===== src/rtl/i2c_rescue_pkg.sv =====
package i2c_rescue_pkg;

    typedef enum logic [3:0] {
        PH_IDLE,
        PH_PROBE,
        PH_SETTLE,
        PH_CLK_HI,
        PH_CLK_LO,
        PH_NAK_LEAD,
        PH_NAK_HI,
        PH_NAK_LO,
        PH_STOP_LO,
        PH_STOP_SCL,
        PH_STOP_REL,
        PH_VERIFY,
        PH_HANDBACK
    } phase_e;

    typedef struct packed {
        logic scl_low;
        logic sda_low;
    } line_drive_t;

    localparam int SAMPLE_UNITS = 1;
    localparam int NAK_LEAD_UNITS = 1;

    function automatic line_drive_t drive_of(phase_e ph);
        line_drive_t d;
        d = '{scl_low: 1'b0, sda_low: 1'b0};
        case (ph)
            PH_CLK_LO, PH_NAK_LEAD, PH_NAK_LO: d.scl_low = 1'b1;
            PH_STOP_LO: begin
                d.scl_low = 1'b1;
                d.sda_low = 1'b1;
            end
            PH_STOP_SCL: d.sda_low = 1'b1;
            default: d = '{scl_low: 1'b0, sda_low: 1'b0};
        endcase
        return d;
    endfunction

    function automatic logic is_timed(phase_e ph);
        return !(ph == PH_IDLE || ph == PH_HANDBACK);
    endfunction

endpackage


===== src/rtl/rescue_unit_timer.sv =====
module rescue_unit_timer #(
    parameter int CLKS_PER_UNIT = 100,
    parameter int UNIT_W = 14
) (
    input  logic              clk,
    input  logic              rst,
    input  logic              load,
    input  logic [UNIT_W-1:0] load_units,
    output logic              expire
);
    localparam int PRE_W = (CLKS_PER_UNIT > 1) ? $clog2(CLKS_PER_UNIT) : 1;
    localparam logic [PRE_W-1:0] PRE_LAST = PRE_W'(CLKS_PER_UNIT - 1);

    logic [PRE_W-1:0]  pre_q;
    logic [UNIT_W-1:0] left_q;

    always_ff @(posedge clk) begin
        if (rst) begin
            pre_q  <= '0;
            left_q <= '0;
        end else if (load) begin
            pre_q  <= '0;
            left_q <= load_units;
        end else if (left_q != '0) begin
            if (pre_q == PRE_LAST) begin
                pre_q  <= '0;
                left_q <= left_q - 1'b1;
            end else begin
                pre_q <= pre_q + 1'b1;
            end
        end
    end

    assign expire = (left_q == UNIT_W'(1)) && (pre_q == PRE_LAST);
endmodule


===== src/rtl/rescue_sda_sync.sv =====
module rescue_sda_sync #(
    parameter int WIDTH = 3
) (
    input  logic             clk,
    input  logic             rst,
    input  logic [WIDTH-1:0] line_in,
    output logic [WIDTH-1:0] line_out
);
    for (genvar g = 0; g < WIDTH; g++) begin : g_bit
        logic meta_q;
        logic stable_q;
        always_ff @(posedge clk) begin
            if (rst) begin
                meta_q   <= 1'b1;
                stable_q <= 1'b1;
            end else begin
                meta_q   <= line_in[g];
                stable_q <= meta_q;
            end
        end
        assign line_out[g] = stable_q;
    end
endmodule


===== src/rtl/rescue_sequencer.sv =====
module rescue_sequencer
    import i2c_rescue_pkg::*;
#(
    parameter int NUM_BUSES = 3,
    parameter int PULSES = 9,
    parameter int SETTLE_UNITS = 10000,
    parameter int HALF_UNITS = 5,
    parameter int UNIT_W = 14
) (
    input  logic                 clk,
    input  logic                 rst,
    input  logic                 start,
    input  logic [NUM_BUSES-1:0] sda_s,
    input  logic                 expire,
    output logic                 tmr_load,
    output logic [UNIT_W-1:0]    tmr_units,
    output logic [NUM_BUSES-1:0] scl_pull,
    output logic [NUM_BUSES-1:0] sda_pull,
    output logic [NUM_BUSES-1:0] bus_done,
    output logic                 done,
    output logic [NUM_BUSES:0]   fail_mask
);
    localparam int IDX_W = (NUM_BUSES > 1) ? $clog2(NUM_BUSES) : 1;
    localparam int PC_W = $clog2(PULSES + 1);
    localparam logic [IDX_W-1:0] LAST_BUS = IDX_W'(NUM_BUSES - 1);
    localparam logic [PC_W-1:0] LAST_PULSE = PC_W'(PULSES - 1);

    phase_e           ph_q, ph_n;
    logic [IDX_W-1:0] bus_q, bus_n;
    logic [PC_W-1:0]  pcnt_q, pcnt_n;
    logic             done_q, done_n;
    logic [NUM_BUSES:0] fail_q, fail_n;
    logic [NUM_BUSES-1:0] bus_sel;
    line_drive_t      drv;

    assign bus_sel = NUM_BUSES'(1) << bus_q;

    always_comb begin
        ph_n     = ph_q;
        bus_n    = bus_q;
        pcnt_n   = pcnt_q;
        done_n   = done_q;
        fail_n   = fail_q;
        bus_done = '0;
        case (ph_q)
            PH_IDLE: if (start) begin
                ph_n   = PH_PROBE;
                bus_n  = '0;
                done_n = 1'b0;
                fail_n = '0;
            end
            PH_PROBE:    if (expire) ph_n = sda_s[bus_q] ? PH_HANDBACK : PH_SETTLE;
            PH_SETTLE:   if (expire) begin
                ph_n   = PH_CLK_HI;
                pcnt_n = '0;
            end
            PH_CLK_HI:   if (expire) ph_n = PH_CLK_LO;
            PH_CLK_LO:   if (expire) begin
                if (pcnt_q == LAST_PULSE) begin
                    ph_n = PH_NAK_LEAD;
                end else begin
                    pcnt_n = pcnt_q + 1'b1;
                    ph_n   = PH_CLK_HI;
                end
            end
            PH_NAK_LEAD: if (expire) ph_n = PH_NAK_HI;
            PH_NAK_HI:   if (expire) ph_n = PH_NAK_LO;
            PH_NAK_LO:   if (expire) ph_n = PH_STOP_LO;
            PH_STOP_LO:  if (expire) ph_n = PH_STOP_SCL;
            PH_STOP_SCL: if (expire) ph_n = PH_STOP_REL;
            PH_STOP_REL: if (expire) ph_n = PH_VERIFY;
            PH_VERIFY:   if (expire) begin
                if (!sda_s[bus_q]) fail_n = fail_q | ((NUM_BUSES + 1)'(2) << bus_q);
                ph_n = PH_HANDBACK;
            end
            PH_HANDBACK: begin
                bus_done = bus_sel;
                if (bus_q == LAST_BUS) begin
                    ph_n   = PH_IDLE;
                    done_n = 1'b1;
                end else begin
                    bus_n = IDX_W'(bus_q + 1'b1);
                    ph_n  = PH_PROBE;
                end
            end
            default: ph_n = PH_IDLE;
        endcase
    end

    always_comb begin
        tmr_load  = (ph_n != ph_q) && is_timed(ph_n);
        tmr_units = UNIT_W'(HALF_UNITS);
        case (ph_n)
            PH_PROBE, PH_VERIFY: tmr_units = UNIT_W'(SAMPLE_UNITS);
            PH_SETTLE:           tmr_units = UNIT_W'(SETTLE_UNITS);
            PH_NAK_LEAD:         tmr_units = UNIT_W'(NAK_LEAD_UNITS);
            default:             tmr_units = UNIT_W'(HALF_UNITS);
        endcase
    end

    always_ff @(posedge clk) begin
        if (rst) begin
            ph_q   <= PH_IDLE;
            bus_q  <= '0;
            pcnt_q <= '0;
            done_q <= 1'b0;
            fail_q <= '0;
        end else begin
            ph_q   <= ph_n;
            bus_q  <= bus_n;
            pcnt_q <= pcnt_n;
            done_q <= done_n;
            fail_q <= fail_n;
        end
    end

    assign drv       = drive_of(ph_q);
    assign scl_pull  = drv.scl_low ? bus_sel : '0;
    assign sda_pull  = drv.sda_low ? bus_sel : '0;
    assign done      = done_q;
    assign fail_mask = fail_q;
endmodule


===== src/rtl/i2c_bus_rescue.sv =====
module i2c_bus_rescue #(
    parameter int NUM_BUSES = 3,
    parameter int CLKS_PER_UNIT = 100,
    parameter int PULSES = 9,
    parameter int SETTLE_UNITS = 10000,
    parameter int HALF_UNITS = 5
) (
    input  logic                 clk,
    input  logic                 rst,
    input  logic                 start,
    input  logic [NUM_BUSES-1:0] sda_in,
    output logic [NUM_BUSES-1:0] scl_pull,
    output logic [NUM_BUSES-1:0] sda_pull,
    output logic [NUM_BUSES-1:0] bus_done,
    output logic                 done,
    output logic [NUM_BUSES:0]   fail_mask
);
    localparam int MAX_UNITS = (SETTLE_UNITS > HALF_UNITS) ? SETTLE_UNITS : HALF_UNITS;
    localparam int UNIT_W = $clog2(MAX_UNITS + 2);

    logic [NUM_BUSES-1:0] sda_s;
    logic                 tmr_load;
    logic [UNIT_W-1:0]    tmr_units;
    logic                 tmr_expire;

    rescue_sda_sync #(.WIDTH(NUM_BUSES)) u_sync (
        .clk(clk), .rst(rst), .line_in(sda_in), .line_out(sda_s)
    );

    rescue_unit_timer #(.CLKS_PER_UNIT(CLKS_PER_UNIT), .UNIT_W(UNIT_W)) u_timer (
        .clk(clk), .rst(rst), .load(tmr_load), .load_units(tmr_units), .expire(tmr_expire)
    );

    rescue_sequencer #(
        .NUM_BUSES(NUM_BUSES), .PULSES(PULSES), .SETTLE_UNITS(SETTLE_UNITS),
        .HALF_UNITS(HALF_UNITS), .UNIT_W(UNIT_W)
    ) u_seq (
        .clk(clk), .rst(rst), .start(start), .sda_s(sda_s), .expire(tmr_expire),
        .tmr_load(tmr_load), .tmr_units(tmr_units), .scl_pull(scl_pull),
        .sda_pull(sda_pull), .bus_done(bus_done), .done(done), .fail_mask(fail_mask)
    );
endmodule


===== config.mk =====
export PLATFORM = sky130hd
export DESIGN_NAME = i2c_bus_rescue
export DESIGN_NICKNAME = d
export VERILOG_FILES = /design/src/rtl/i2c_rescue_pkg.sv /design/src/rtl/rescue_unit_timer.sv /design/src/rtl/rescue_sda_sync.sv /design/src/rtl/rescue_sequencer.sv /design/src/rtl/i2c_bus_rescue.sv
export SDC_FILE = /design/constraint.sdc
export NUM_CORES = 1
export LEC_CHECK = 0
export BUFFER_PORTS_ARGS = -buffer_cell sky130_fd_sc_hd__buf_2
export CORE_MARGIN = 8
export CORE_UTILIZATION = 55
export CTS_BUF_LIST = sky130_fd_sc_hd__clkbuf_8 sky130_fd_sc_hd__clkbuf_16
export DETAILED_ROUTE_END_ITERATION = 8
export PLACE_DENSITY = 0.74
export SYNTH_ARGS = -nofsm -noshare
export SYNTH_HDL_FRONTEND = slang
export SYNTH_SLANG_ARGS = --single-unit
export TNS_END_PERCENT = 1

===== constraint.sdc =====
create_clock -name clk -period 6.2 [get_ports clk]
set_clock_uncertainty 0.2 [all_clocks]
set_input_delay 1.24 -clock clk [delete_from_list [all_inputs] [get_ports clk]]
set_output_delay 1.24 -clock clk [all_outputs]
set_load 0.01 [all_outputs]

==> impl_metrics.json <==
{
  "status": "complete, no violations",
  "clk_latency_ps": 290,
  "async_flop_share_pct": 0,
  "nets": 321,
  "num_rows": 24,
  "htreeDepth": 2,
  "synth_largest_area_cell": "dfxtp_1",
  "grt_antenna_before_repair": 0,
  "min-delay-start": "u_sync.g_bit[1].meta_q",
  "ys.flop_type": "dfxtp_1",
  "wl_um": 5160,
  "setup_viol": 0,
  "grt_max_degree": 24,
  "synth_top_area_share_pct": 32.4,
  "ios": 20,
  "cts_tree": "done",
  "tightest_slew_ps": 683,
  "drc": 0,
  "grt_pass1_wl_um": 8870,
  "clk_pin_slew_ps": 80,
  "dp_cells": 351,
  "startpoint_type": "flop",
  "ff_latch_area_sq_um": 821,
  "gr-total-overflow": 0,
  "critPathCaptureType": "output pin",
  "final-instance-count-excl-fill": 358,
  "die_h_um": 83.9,
  "clock_sinks": 41,
  "synth.area.top_cells": "dfxtp_1 32%, nor2_1 6.1%, ha_1 4.4%",
  "fp.dieArea_sq_um": 7040,
  "cts_hold_buf": 0,
  "drtIter0Drc": 97,
  "final_cell_mix": "41 x nor2_1, 41 x dfxtp_1, 22 x a21oi_1, 18 x nand2_1, 18 x buf_2",
  "syn_area_sq_um": 2530,
  "placed_area_sq_um": 2610,
  "dr.pass1.iters": 4,
  "final_layout_size_suffix_gt1_share_pct": 20.3,
  "timing.fmax_mhz": 289,
  "grt_usage_pct": 14.6,
  "cts-root-buf": "clkbuf_8",
  "maxCapViolations": 0,
  "required_ps": 4760,
  "r2r_end": "u_timer.pre_q[6]",
  "yosysSeqAreaShare_pct": 32.4,
  "initial_core_util_pct": 57.8,
  "min_path_type": "reg2reg",
  "ant_nets": 0,
  "avgRoutedWirePerCell_um": 14.4,
  "vias": 2085,
  "multi_input_area_sq_um": 1590,
  "die_width_um": 83.9,
  "r2r_start": "u_seq.ph_q[2]",
  "synth_nets": 307,
  "r2r_slack_ps": 2960,
  "grt_pass1_vias": 1908,
  "p_per_area_nw_per_um2": 234,
  "synth_warnings": 0,
  "arrival_ps": 2020,
  "rr_worst_depth": 9,
  "post-dp-hpwl_um": 3830,
  "final_hold_viol_count": 0,
  "crit_end": "scl_pull[0]",
  "viasPerCell": 5.82,
  "vdd_drop_max_uv": 161,
  "port_buffers": 18,
  "crit_type": "reg2out",
  "diodes": 0,
  "finalPower_mw": 0.635,
  "place.gp.congestion": 0.889,
  "avgSynthCellArea_sq_um": 8.68,
  "core_area_sq_um": 4380,
  "synth_cells": 292,
  "area_delta_synth_final_pct": 6.91,
  "rsz0062_at_grt": "no",
  "synth-edff-count": 0,
  "p_leak_nw": 1.01,
  "nFillCells": 392,
  "critPathLaunch": "u_seq.ph_q[2]",
  "period_share_pct": 55.8,
  "finalMaxSlewViolations": 0,
  "postCtsSetupRepairBufs": 0,
  "period_minus_slack_ps": 3460,
  "cts_buffers": 5,
  "clk_path_buf_depth": 2,
  "final_cell_area_sq_um": 2710,
  "synth_cell_types": 69,
  "post_cts_resized": 0,
  "max_slew_margin_pct": 54.4,
  "fin_setup_tns_ps": 0,
  "critPathMaxFanout": 16,
  "ys_ff_latch": 41
}
==> cell families after synthesis <==
logic type,Yosys count,synth area share (%)
AND/OR/NAND/NOR,139,31.5
AO/OA/AOI/OAI,65,21.2
flip-flops,41,32.4
buffers and inverters,22,4.94
XOR/XNOR,12,4.15
adder cells (fa/ha/maj),9,4.44
multiplexers,3,1.23
other,1,0.148
==> per-stage QoR <==
stage / setup WS, ps / hold WS, ps / utilization [%]
after floorplan: 3120 / 189 / -
after global placement: 2710 / 191 / 59.4
after detailed placement: 2650 / 194 / 59.4
after CTS: 2750 / 215 / 61.8
after global routing: 2570 / 221 / 61.8
final: 2740 / 211 / 61.8
==> cells in the mapped netlist, drive strengths merged, types with 2 or more instances <==
master   instances
a2111oi          2
a211oi           3
a21oi           22
a311oi           3
a31oi            4
a32oi            2
and2             4
and3             6
and3b            2
and4             3
buf              7
clkbuf           4
dfxtp           41
ha               9
inv             11
mux2i            2
nand2           19
nand2b           6
nand3            8
nand3b           4
nand4            8
nor2            42
nor2b            4
nor3            11
nor3b            2
nor4             6
o211ai           2
o21a             6
o21ai            7
o221ai           2
o22a             4
o22ai            2
or2              8
or4b             2
xnor2            7
xor2             5
==> layout make-up <==
type	instances	area share [%]
Clock inverter	2	1.29
Sequential cell	41	30.3
Timing Repair Buffer	18	3.32
Inverter	11	1.52
Clock buffer	5	2.54
Tap cell	52	2.40
Multi-Input combinational cell	229	58.6
==> critical path: stages, from the launching register on <==
cell	delay (ps)
dfxtp_1	650
inv_1	280
nor2_1	350
a32oi_1	160
nor2b_1	160
buf_2	140
==> worst min-delay path by stage <==
| stage | to | slack (ps) | depth (start not counted) |
|---|---|---|---|
| after global placement | u_sync.g_bit[0].stable_q | 190 | 1 |
| after CTS | u_sync.g_bit[1].stable_q | 210 | 1 |
| after floorplan | u_sync.g_bit[0].stable_q | 190 | 1 |
| final | u_sync.g_bit[1].stable_q | 210 | 1 |
| after detailed placement | u_sync.g_bit[1].stable_q | 190 | 1 |
| after global routing | u_sync.g_bit[1].stable_q | 220 | 1 |
==> flip-flops by register name, summed over array words and instances, names as in the netlist <==
register               count
u_seq.bus_q                2
u_seq.done                 1
u_seq.fail_mask            3
u_seq.pcnt_q               4
u_seq.ph_q                 4
u_sync.g_bit.meta_q        3
u_sync.g_bit.stable_q      3
u_timer.left_q            14
u_timer.pre_q              7
==> layer usage <==
layer,GRT usage [%],part of all wire [%],vias up,wire [um]
met3,3.91,5.4,6,278
met4,4.24,1.0,0,54
li1,-,-,1084,-
met1,19.5,50,950,2590
met5,0,0,-,0
met2,22.3,43,45,2240
==> report_power, final <==
group	leakage, nW	switching (mW)	internal [mW]
clock	0.0540	0.0940	0.117
sequential	0.334	0.0196	0.280
combinational	0.625	0.0758	0.0480
total	1.01	0.189	0.446
(Power assumes the default switching activity.)
